<file path="config.mk">
export PLATFORM = sky130hd
export DESIGN_NAME = spi_halfstep_clkgen
export DESIGN_NICKNAME = d
export VERILOG_FILES = /design/src/rtl/hsc_pkg.sv /design/src/rtl/hsc_select.sv /design/src/rtl/hsc_ratio.sv /design/src/rtl/hsc_phase_gen.sv /design/src/rtl/spi_halfstep_clkgen.sv
export SDC_FILE = /design/constraint.sdc
export NUM_CORES = 1
export LEC_CHECK = 0
export ABC_AREA = 1
export ABC_CLOCK_PERIOD_IN_PS = 5400
export CORE_UTILIZATION = 59
export CTS_CLUSTER_DIAMETER = 60
export DETAILED_ROUTE_END_ITERATION = 10
export GPL_TIMING_DRIVEN = 0
export HOLD_SLACK_MARGIN = 0.02
export PLACE_DENSITY = 0.93
export SKIP_CTS_REPAIR_TIMING = 1
export SLEW_MARGIN = 20
export SYNTH_ARGS = -nofsm -noshare
export SYNTH_HDL_FRONTEND = slang
export SYNTH_SLANG_ARGS = --single-unit
</file>
<file path="constraint.sdc">
create_clock -name clk -period 5.4 [get_ports clk]
set_input_delay 0.54 -clock clk [delete_from_list [all_inputs] [get_ports clk]]
set_output_delay 0.54 -clock clk [all_outputs]
set_load 0.05 [all_outputs]
</file>
<file path="src/rtl/hsc_pkg.sv">
package hsc_pkg;
  localparam int HSC_DIV_W = 3;

  typedef struct packed {
    logic [HSC_DIV_W-1:0] div;
    logic                 half;
    logic                 low;
  } hsc_cfg_t;
endpackage

</file>
<file path="src/rtl/hsc_select.sv">
module hsc_select
  import hsc_pkg::*;
(
  input  logic                 dir_wr,
  input  logic [HSC_DIV_W-1:0] rd_div,
  input  logic                 rd_half,
  input  logic [HSC_DIV_W-1:0] wr_div,
  input  logic                 wr_half,
  input  logic                 low_freq,
  output hsc_cfg_t             cfg
);
  logic [HSC_DIV_W-1:0] raw_div;

  always_comb begin
    raw_div  = dir_wr ? wr_div : rd_div;
    cfg.half = dir_wr ? wr_half : rd_half;
    cfg.low  = low_freq;
    // a zero divider is promoted to one
    cfg.div  = (raw_div == '0) ? HSC_DIV_W'(1) : raw_div;
  end
endmodule

</file>
<file path="src/rtl/hsc_ratio.sv">
module hsc_ratio
  import hsc_pkg::*;
#(
  parameter int PRESCALE = 8,
  parameter int CNT_W    = 7
) (
  input  hsc_cfg_t         cfg,
  output logic [CNT_W-1:0] high_len,
  output logic [CNT_W-1:0] period_len
);
  logic [CNT_W-1:0] base_hi;
  logic [CNT_W-1:0] base_per;

  always_comb begin
    // lengths counted in source half-cycles
    base_hi  = CNT_W'(cfg.div) + CNT_W'(cfg.half);
    base_per = CNT_W'(cfg.div) + base_hi;
    if (cfg.low) begin
      high_len   = CNT_W'(int'(base_hi) * PRESCALE);
      period_len = CNT_W'(int'(base_per) * PRESCALE);
    end else begin
      high_len   = base_hi;
      period_len = base_per;
    end
  end
endmodule

</file>
<file path="src/rtl/hsc_phase_gen.sv">
module hsc_phase_gen
  import hsc_pkg::*;
#(
  parameter int PRESCALE = 8,
  parameter int CNT_W    = 7
) (
  input  logic     clk,
  input  logic     rst,
  input  logic     run,
  input  logic     clk_inv,
  input  hsc_cfg_t new_cfg,
  output logic     sclk,
  output logic     lead_stb,
  output logic     trail_stb
);
  hsc_cfg_t         act_cfg;
  logic             inv_q;
  logic             running;
  logic [CNT_W-1:0] cnt;
  logic [CNT_W-1:0] act_high;
  logic [CNT_W-1:0] act_period;
  logic [CNT_W-1:0] cnt_nxt;

  hsc_ratio #(.PRESCALE(PRESCALE), .CNT_W(CNT_W)) u_ratio (
    .cfg       (act_cfg),
    .high_len  (act_high),
    .period_len(act_period)
  );

  assign cnt_nxt = cnt + CNT_W'(1);

  always_ff @(posedge clk) begin
    if (rst) begin
      act_cfg   <= '0;
      inv_q     <= 1'b0;
      running   <= 1'b0;
      cnt       <= '0;
      sclk      <= 1'b0;
      lead_stb  <= 1'b0;
      trail_stb <= 1'b0;
    end else begin
      lead_stb  <= 1'b0;
      trail_stb <= 1'b0;
      if (!run) begin
        running <= 1'b0;
        cnt     <= '0;
        inv_q   <= clk_inv;
        sclk    <= clk_inv;
        act_cfg <= new_cfg;
      end else if (!running || cnt_nxt == act_period) begin
        // period boundary: adopt new settings, drive active level
        running  <= 1'b1;
        cnt      <= '0;
        act_cfg  <= new_cfg;
        sclk     <= ~inv_q;
        lead_stb <= 1'b1;
      end else begin
        cnt <= cnt_nxt;
        if (cnt_nxt == act_high) begin
          sclk      <= inv_q;
          trail_stb <= 1'b1;
        end
      end
    end
  end
endmodule

</file>
<file path="src/rtl/spi_halfstep_clkgen.sv">
module spi_halfstep_clkgen
  import hsc_pkg::*;
#(
  parameter int PRESCALE = 8,
  parameter int DIV_W    = HSC_DIV_W
) (
  input  logic             clk,
  input  logic             rst,
  input  logic             run,
  input  logic             dir_wr,
  input  logic [DIV_W-1:0] rd_div,
  input  logic             rd_half,
  input  logic [DIV_W-1:0] wr_div,
  input  logic             wr_half,
  input  logic             low_freq,
  input  logic             clk_inv,
  output logic             sclk,
  output logic             lead_stb,
  output logic             trail_stb
);
  localparam int DIV_MAX = (1 << DIV_W) - 1;
  localparam int PER_MAX = (2 * DIV_MAX + 1) * PRESCALE;
  localparam int CNT_W   = $clog2(PER_MAX + 1);

  hsc_cfg_t sel_cfg;

  hsc_select u_sel (
    .dir_wr  (dir_wr),
    .rd_div  (HSC_DIV_W'(rd_div)),
    .rd_half (rd_half),
    .wr_div  (HSC_DIV_W'(wr_div)),
    .wr_half (wr_half),
    .low_freq(low_freq),
    .cfg     (sel_cfg)
  );

  hsc_phase_gen #(.PRESCALE(PRESCALE), .CNT_W(CNT_W)) u_gen (
    .clk      (clk),
    .rst      (rst),
    .run      (run),
    .clk_inv  (clk_inv),
    .new_cfg  (sel_cfg),
    .sclk     (sclk),
    .lead_stb (lead_stb),
    .trail_stb(trail_stb)
  );
endmodule

</file>
* Word level (Yosys, flattened, before mapping) *
Cells that the tools add are included.

word-level totals
  bits in registers = 17
  bits of input ports = 14
  output and inout bits = 3

operators by class
  add/sub/neg operators = 3
  eq/ne operators = 4
  muxes and demuxes = 12
  bitwise operators = 2
  reductions and logical operators = 5

operator list
  operator                                       count
  equality test 7 bit                            2
  two-way mux 7 bit                              2
  two-way mux 5 bit                              2
  adder 3 x 7 -> 7 bit                           1
  adder 7 x 1 -> 7 bit, second input constant    1
  two-way mux 1 bit                              6
  two-way mux 3 bit                              2
  adder 3 x 1 -> 4 bit                           1
  zero test 3 bit                                1
  != test 3 x 1 -> 1 bit, second input constant  1
  OR reduction 3 bit                             1
  != test 2 x 1 -> 1 bit, second input constant  1
  inverter 1 bit                                 2
  OR reduction 2 bit                             1
  zero test 1 bit                                1
  logical OR 1 bit                               1

* Logic depth before layout (Yosys ltp) *
Gate-level depths: netlist of the first run.

  word-level depth = 7
  gate-level depth with buffers = 21

* By module *
A second synthesis of the first run with hierarchy kept.

second synthesis, totals
  cells, all modules = 222
  area total of the unflattened synthesis = 1,316.3 sq um

by module, submodules not included
  module         times used  cells an instance  area an instance (sq um)  sequential area each (sq um)
  hsc_phase_gen  1           143                937.1                     340.3
  hsc_ratio      1           57                 291.5                     0.0
  hsc_select     1           22                 87.6                      0.0

* Worst setup path before layout of the first run *
No wires, ideal clock.

  path kind = register to register
  from = register u_gen.act_cfg[2] (netlist name)
  to = register u_gen.cnt[3]
  library setup time = 0.127 ns
  data arrival time = 2.248 ns
  path slack = 3.025 ns
  cell stages (with the launch flop) = 20
  clock period less this slack = 2.375 ns
  cell sequence = dfxtp_1 ha_1 ha_1 inv_1 ha_1 inv_1 nand2_1 nand2_2 nand2_2 nand3_1 nand2_1 inv_1 nor2_1 nand3_1 nor2_2 nand3_4 nand3_4 inv_4 nand2_4 nor2_1

between the ends
  cells in the longest elaborated chain, start to end = 6

ends and longest elaborated chain
  item                            line                 RTL
  start: declaration              hsc_phase_gen.sv:16  hsc_cfg_t act_cfg;
  start signal: assignment        hsc_phase_gen.sv:49  act_cfg <= new_cfg;
  start signal: assignment        hsc_phase_gen.sv:54  act_cfg <= new_cfg;
  adder 3 x 1 -> 4 bit            hsc_ratio.sv:16      base_hi = CNT_W'(cfg.div) + CNT_W'(cfg.half);
  adder 3 x 7 -> 7 bit *          hsc_ratio.sv:17      base_per = CNT_W'(cfg.div) + base_hi;
  two-way mux 7 bit *             hsc_ratio.sv:18      if (cfg.low) begin
  equality test 7 bit *           hsc_phase_gen.sv:50  end else if (!running || cnt_nxt == act_period) begin
  logical OR 1 bit *              hsc_phase_gen.sv:50
  OR reduction 3 bit (no line) *  --
  end signal: assignment          hsc_phase_gen.sv:58  cnt <= cnt_nxt;
  end: declaration                hsc_phase_gen.sv:19  logic [CNT_W-1:0] cnt;

Mark *: on every way between the ends. The rest lies on a longest branch, timed or not.
A chain may end at the register's enable or synchronous reset.

* Worst setup path in the final report of the first run *
  from = register u_gen.act_cfg[2] (netlist name)
  to = register u_gen.cnt[0]

The elaborated chain is that of the path after synthesis.

==> flow_summary_export.csv, run 1 <==
group,metric,value,unit
outcome,status,"finished clean",
die,num_rows,17,
cells_and_area,mostFrequentLayoutCell,"nand2_1",
detailed_routing,viasPerCell,5.08,
pwr,ir_drop,0.139,mV
clocking,cts_tree,"done",
die,core_region_area,2190,µm²
sta,finalHoldViolCount,0,
global_routing,gr-usage-met3,3.70,%
die,die_h,50.0,µm
worst_setup_path,path_buf_inv,4,
sta,slew_headroom,66.8,%
die,ios,17,
detailed_routing,routedWlPerCell,10.2,µm
synth,syn_nets,228,
worst_setup_path,slowest_stage,"dfxtp_1",
place,port_buffers,15,
clocking,path_clk_slew,100,ps
place,dp_hpwl,2090,µm
flow_run,max_cap_violations,0,
place,gp_congestion,0.915,
global_routing,grt_pass1_wl,4430,µm
die,die_area,2500,µm²
global_routing,met1_usage,26.0,%
worst_setup_path,path_cells,"ha_1 -> ha_1 -> inv_1 -> ha_1 -> inv_1 -> nand2_1 -> nand2_2 -> nand2_2 -> nand3_1 -> nand2_1 -> inv_1 -> nor2_1 -> nand3_1 -> nor2_2 -> nand3_4 -> nand3_4 -> inv_4 -> nand2_4 -> nor2_1",
clocking,clk_latency,310,ps
synth,syn_avg_cell_area,6.53,µm²
worst_setup_path,critical_path_class,"flip-flop to flip-flop",
die,die_x,50.0,µm
worst_hold_path,hold_path.class,"flip-flop to flip-flop",
sta,clock.fmax,374,MHz
synth,syn_inst,208,
worst_setup_path,path_delay_family,"simple AND/OR/NAND/NOR gates",
worst_setup_path,cp-start-kind,"flip-flop",
pwr,p_leak,0.751,nW
sta,grt_setup_unrepaired,"no",
synth,synthDistinctLibCells,28,
sta,post-route-period-util,49.5,%
synth,netlist_area,1360,µm²
sta,fin_tns_setup,0,ps
clocking,cts-root-buf,"clkbuf_4",
global_routing,grt_max_degree,11,
synth,synth_top_area_share,25.0,%
synth,ys_warn_count,0,
synth,synth_top_cell_by_area,"dfxtp_1",
worst_setup_path,cp_slowest_stage_delay,410,ps
clocking,numCtsBuffers,3,
sta,slew_violations,0,
worst_setup_path,cp.required,5600,ps
sta,clock_skew,6.26,ps
sta,finalSetupViolCount,0,
detailed_routing,drt-total-wl,2590,µm
global_routing,grt_pass1_vias,1120,
cells_and_area,drive_above_1_share,16.3,%
clocking,htreeDepth,1,
cells_and_area,regArea,340,µm²
worst_setup_path,worstPathArrival,2870,ps
cells_and_area,fin_util,71.7,%
global_routing,busiest_layer,"met2",
cells_and_area,n_antenna_cell,0,
synth,synthTopCellsByArea,"dfxtp_1 (25%), nand2_1 (15%), inv_1 (7.5%), nand3_1 (7.4%), ha_1 (5.5%)",
cells_and_area,final_cell_mix,"nand2_1 (55), inv_1 (27), nand3_1 (20)",
worst_setup_path,worstPathMaxFanout,10,
worst_setup_path,setup.worst_path.end_class,"flip-flop",
synth,ys_ff_latch,17,
detailed_routing,vias,1296,
cells_and_area,fin_nets,248,
sta,fin_crit,2670,ps
global_routing,grt_use_met2,42.2,%
cells_and_area,filler_cell_count,195,
detailed_routing,drt_iter0_drc,24,
global_routing,antenna_found_initial,0,
synth,synth-seq-area-share,25.0,%
pwr,power.density,196,nW/µm²
global_routing,grt_usage,23.5,%
detailed_routing,first_pass_iters,4,
cells_and_area,synthToLayoutAreaGrowth,15.7,%
clocking,cts_buffer_depth,2,
detailed_routing,drc,0,
global_routing,grt_overflow,0,
detailed_routing,ant_nets,0,
clocking,clock_sinks,17,
die,start_util,62.0,%
cells_and_area,multi_input_area,880,µm²
sta,tightest_slew,496,ps
-- Yosys cell counts --
cell type / number
a21oi_1: 5
a21oi_2: 1
a221oi_1: 1
buf_1: 1
buf_2: 1
clkbuf_1: 1
dfxtp_1: 17
ha_1: 6
inv_1: 27
inv_2: 5
inv_4: 1
mux2i_1: 3
nand2_1: 55
nand2_2: 9
nand2_4: 1
nand3_1: 20
nand3_2: 2
nand3_4: 3
nand3b_1: 1
nand4_1: 5
nor2_1: 17
nor2_2: 8
o21ai_0: 2
o21ai_1: 4
o21ai_2: 1
or2_2: 1
xnor2_1: 4
xor2_1: 6
-- path summary, 6_finish.rpt --
kind / startpoint / endpoint / slack [ps] / depth (start not counted)
worst min-delay path: u_gen.cnt[0] / u_gen.cnt[0] / 540 / 1
worst max-delay path: u_gen.act_cfg[2] / u_gen.cnt[0] / 2730 / 19
worst max register to register: u_gen.act_cfg[2] / u_gen.cnt[0] / 2730 / 19
worst min register to register: u_gen.cnt[0] / u_gen.cnt[0] / 540 / 1
-- cell families after synthesis --
family | Yosys count | share of synthesized area (%)
DFF | 17 | 25.0
adders and majority gates | 6 | 5.52
buffers and inverters | 36 | 10.2
and+or+nand+nor | 122 | 44.6
muxes | 3 | 2.21
xor gates and xnor gates | 10 | 6.45
AOI/OAI and AO/OA | 14 | 5.99
-- routing by layer --
layer | routed length [µm] | share of wire [%]
met3 | 85 | 3.3
met5 | 0 | 0
met4 | 56 | 2.2
met1 | 1110 | 43
met2 | 1340 | 52
-- where the power goes --
group / switching [mW] / internal (mW)
combinational: 0.0575 / 0.0399
clock: 0.0464 / 0.0277
sequential: 0.00605 / 0.131
-- flip-flops by register name, indices dropped and copies added (netlist names) --
register,count
u_gen.cnt,7
u_gen.act_cfg,5
u_gen.inv_q,1
u_gen.lead_stb,1
u_gen.running,1
u_gen.sclk,1
u_gen.trail_stb,1
-- cell type report --
type / count / share of cell area (%)
sequential: 17 / 21.7
clock inverter: 1 / 0.318
clock buffer: 3 / 1.43
tap: 28 / 2.23
multi-input combinational: 155 / 56.0
timing repair buffer: 15 / 9.55
inverter: 33 / 8.04
buffer: 3 / 0.796
-- worst reg2reg max path: cells and delay by family (launching register included) --
family                     cells  cell delay, ps
adders and majority gates      3             760
buffers and inverters          4             240
DFF                            1             410
and+or+nand+nor               12            1140
-- per-stage QoR --
step                      power, mW  setup WS (ps)  instance area (µm²)  hold slack [ps]  cells
after floorplan               0.211           3030                 1360              472    208
after global placement        0.234           2770                 1540              507    251
after detailed placement      0.237           2740                 1540              515    251
after CTS                     0.309           2720                 1570              542    255
after global routing          0.328           2460                 1570              589    255
final                         0.308           2730                 1570              539    255
(Power assumes the default switching activity.)
==> run 2, diff against run 1 <==
Settings changed: ABC_CLOCK_PERIOD_IN_PS 5400 to 2800, CORE_UTILIZATION 59 to 55, PLACE_DENSITY 0.93 to 0.88.
Clock period 5.4 ns to 2.8 ns, I/O delays scaled along.
==> run 2 against run 1 <==
  * Worst setup slack worse by 2400 ps
  * Worst hold slack worse by 110 ps
  * Count of clock-buffer cells in the layout unchanged
  * Combinational power up 95%
  * Clock power is 90% higher
  * Sequential share of layout area increased by 0.090 points
  * Clock skew barely moved
  * Largest cell class unchanged
  * Highest routed layer unchanged
==> flow_summary_export.csv, run 2 (synthesized netlist as in run 1, its figures left out) <==
group,metric,value,unit
sta,clock.fmax,397,MHz
global_routing,grt_max_degree,11,
detailed_routing,viasPerCell,5.07,
cells_and_area,top_register,"u_gen.cnt",
worst_setup_path,path_buf_inv,4,
sta,finalSetupViolCount,0,
place,dp_cells,251,
worst_setup_path,cp_slowest_stage_delay,390,ps
detailed_routing,drt-total-wl,2510,µm
clocking,clk_latency,300,ps
global_routing,grt_usage,23.0,%
outcome,status,"finished clean",
worst_setup_path,worstPathMaxFanout,10,
cells_and_area,drive_above_1_share,18.5,%
clocking,path_clk_slew,110,ps
cells_and_area,fin_nets,248,
die,die_area,2670,µm²
detailed_routing,drc,0,
pwr,p_leak,0.751,nW
place,gp_congestion,0.906,
clocking,cts_buffer_depth,2,
die,start_util,59.7,%
pwr,finalPower,0.597,mW
global_routing,antenna_found_initial,0,
pwr,pwr-share-comb,31.8,%
sta,finalHoldViolCount,0,
worst_setup_path,slowest_stage,"dfxtp_4",
die,ios,17,
worst_setup_path,critical_path_class,"flip-flop to flip-flop",
die,die_h,51.7,µm
sta,clock_skew,6.39,ps
die,core_region_area,2280,µm²
worst_setup_path,path_cells,"ha_4 -> ha_1 -> inv_1 -> ha_4 -> inv_1 -> nand2_1 -> nand2_2 -> nand2_2 -> nand3_1 -> nand2_1 -> inv_1 -> nor2_1 -> nand3_1 -> nor2_2 -> nand3_4 -> nand3_4 -> inv_4 -> nand2_4 -> nor2_1",
pwr,p_int,0.386,mW
sta,slew_violations,0,
sta,slew_headroom,67.3,%
pwr,ir_drop,0.340,mV
detailed_routing,ant_nets,0,
cells_and_area,mostFrequentLayoutCell,"nand2_1",
place,port_buffers,15,
flow_run,max_cap_violations,0,
place,dpl_cell_area,1540,µm²
detailed_routing,drt_iter0_drc,26,
clocking,cts_tree,"done",
detailed_routing,vias,1292,
clocking,clock_sinks,17,
cells_and_area,largest_register_ffs,7,
sta,post-route-period-util,89.9,%
worst_setup_path,worstPathArrival,2700,ps
worst_hold_path,hold_path.class,"input port to flip-flop",
cells_and_area,largestRegisters,"u_gen.cnt (7), u_gen.act_cfg (5)",
die,num_rows,17,
pwr,switching_share,35.4,%
detailed_routing,first_pass_iters,4,
cells_and_area,fin_area,1610,µm²
worst_setup_path,setup.worst_path.end_class,"flip-flop",
sta,grt_setup_unrepaired,"no",
worst_setup_path,cpMostUsedCell,"inv_1",
clocking,cts-root-buf,"clkbuf_4",
sta,tightest_slew,488,ps
die,die_x,51.7,µm
sta,fin_tns_setup,0,ps
global_routing,grt_overflow,0,
sta,fin_crit,2520,ps
global_routing,grt_pass1_vias,1197,
clocking,numCtsBuffers,3,
pwr,power.density,372,nW/µm²
detailed_routing,routedWlPerCell,9.85,µm
pwr,power_switching,0.211,mW
global_routing,grt_pass1_wl,4600,µm
worst_setup_path,path_delay_family,"simple AND/OR/NAND/NOR gates",
clocking,htreeDepth,1,
worst_setup_path,cp.required,2980,ps
pwr,p_seq_share,44.5,%
pwr,p_clk_share,23.7,%
cells_and_area,final_cells,255,
cells_and_area,final_cell_mix,"nand2_1 (55), inv_1 (27), nand3_1 (20)",
worst_setup_path,cp-start-kind,"flip-flop",
place,dp_hpwl,2030,µm
cells_and_area,n_antenna_cell,0,
cells_and_area,synthToLayoutAreaGrowth,18.1,%
## run 2: cell counts in the layout (fill, tap and decap cells not counted)
Identical to the previous run, type by type.
## run 2: power groups by stage
stage / Sequential (mW) / Clock [mW] / Combinational (mW)
final: 0.266 / 0.141 / 0.190
after global routing: 0.268 / 0.155 / 0.214
after CTS: 0.264 / 0.142 / 0.187
after detailed placement: 0.269 / 0 / 0.186
after global placement: 0.269 / 0 / 0.182
after floorplan: 0.276 / 0 / 0.132
## run 2: worst min-delay path: cells and delay by family
kind | cells | cell delay (ps)
multiplexers | 1 | 190
buffers and inverters | 1 | 150
AO/OA/AOI/OAI | 1 | 90
## run 2: per-layer routing
layer  wire length [µm]  vias to the layer above  GRT usage, %
met5                  0                        -             0
met4                 50                        0          10.4
met3                 60                        7          3.80
met2               1230                       25          41.6
met1               1170                      567          26.3
li1                   -                      693             -
## run 2: worst paths after layout
check                                       from               end  slack [ps]  cells after the start
worst min register to register      u_gen.cnt[0]      u_gen.cnt[0]         540                      1
worst min-delay path                      dir_wr  u_gen.act_cfg[1]         430                      3
worst max-delay path            u_gen.act_cfg[1]      u_gen.cnt[3]         280                     19
worst max register to register  u_gen.act_cfg[1]      u_gen.cnt[3]         280                     19
## run 2: final cells by class
class                      count  area, µm²
multi-input combinational    155        905
fill                         192        671
sequential                    17        349
timing repair buffer          15        150
inverter                      33        126
tap                           28       35.0
clock buffer                   3       22.5
buffer                         3       12.5
clock inverter                 1       5.00
## run 2: stage by stage
step                hold slack, ps  worst slack (ps)  utilization [%]
global placement               506               139             67.8
CTS                            433              64.7             69.0
finish                         425               284             70.5
floorplan                      342               425                -
global route                   457              14.5             70.5
detailed placement             513              78.0             67.8
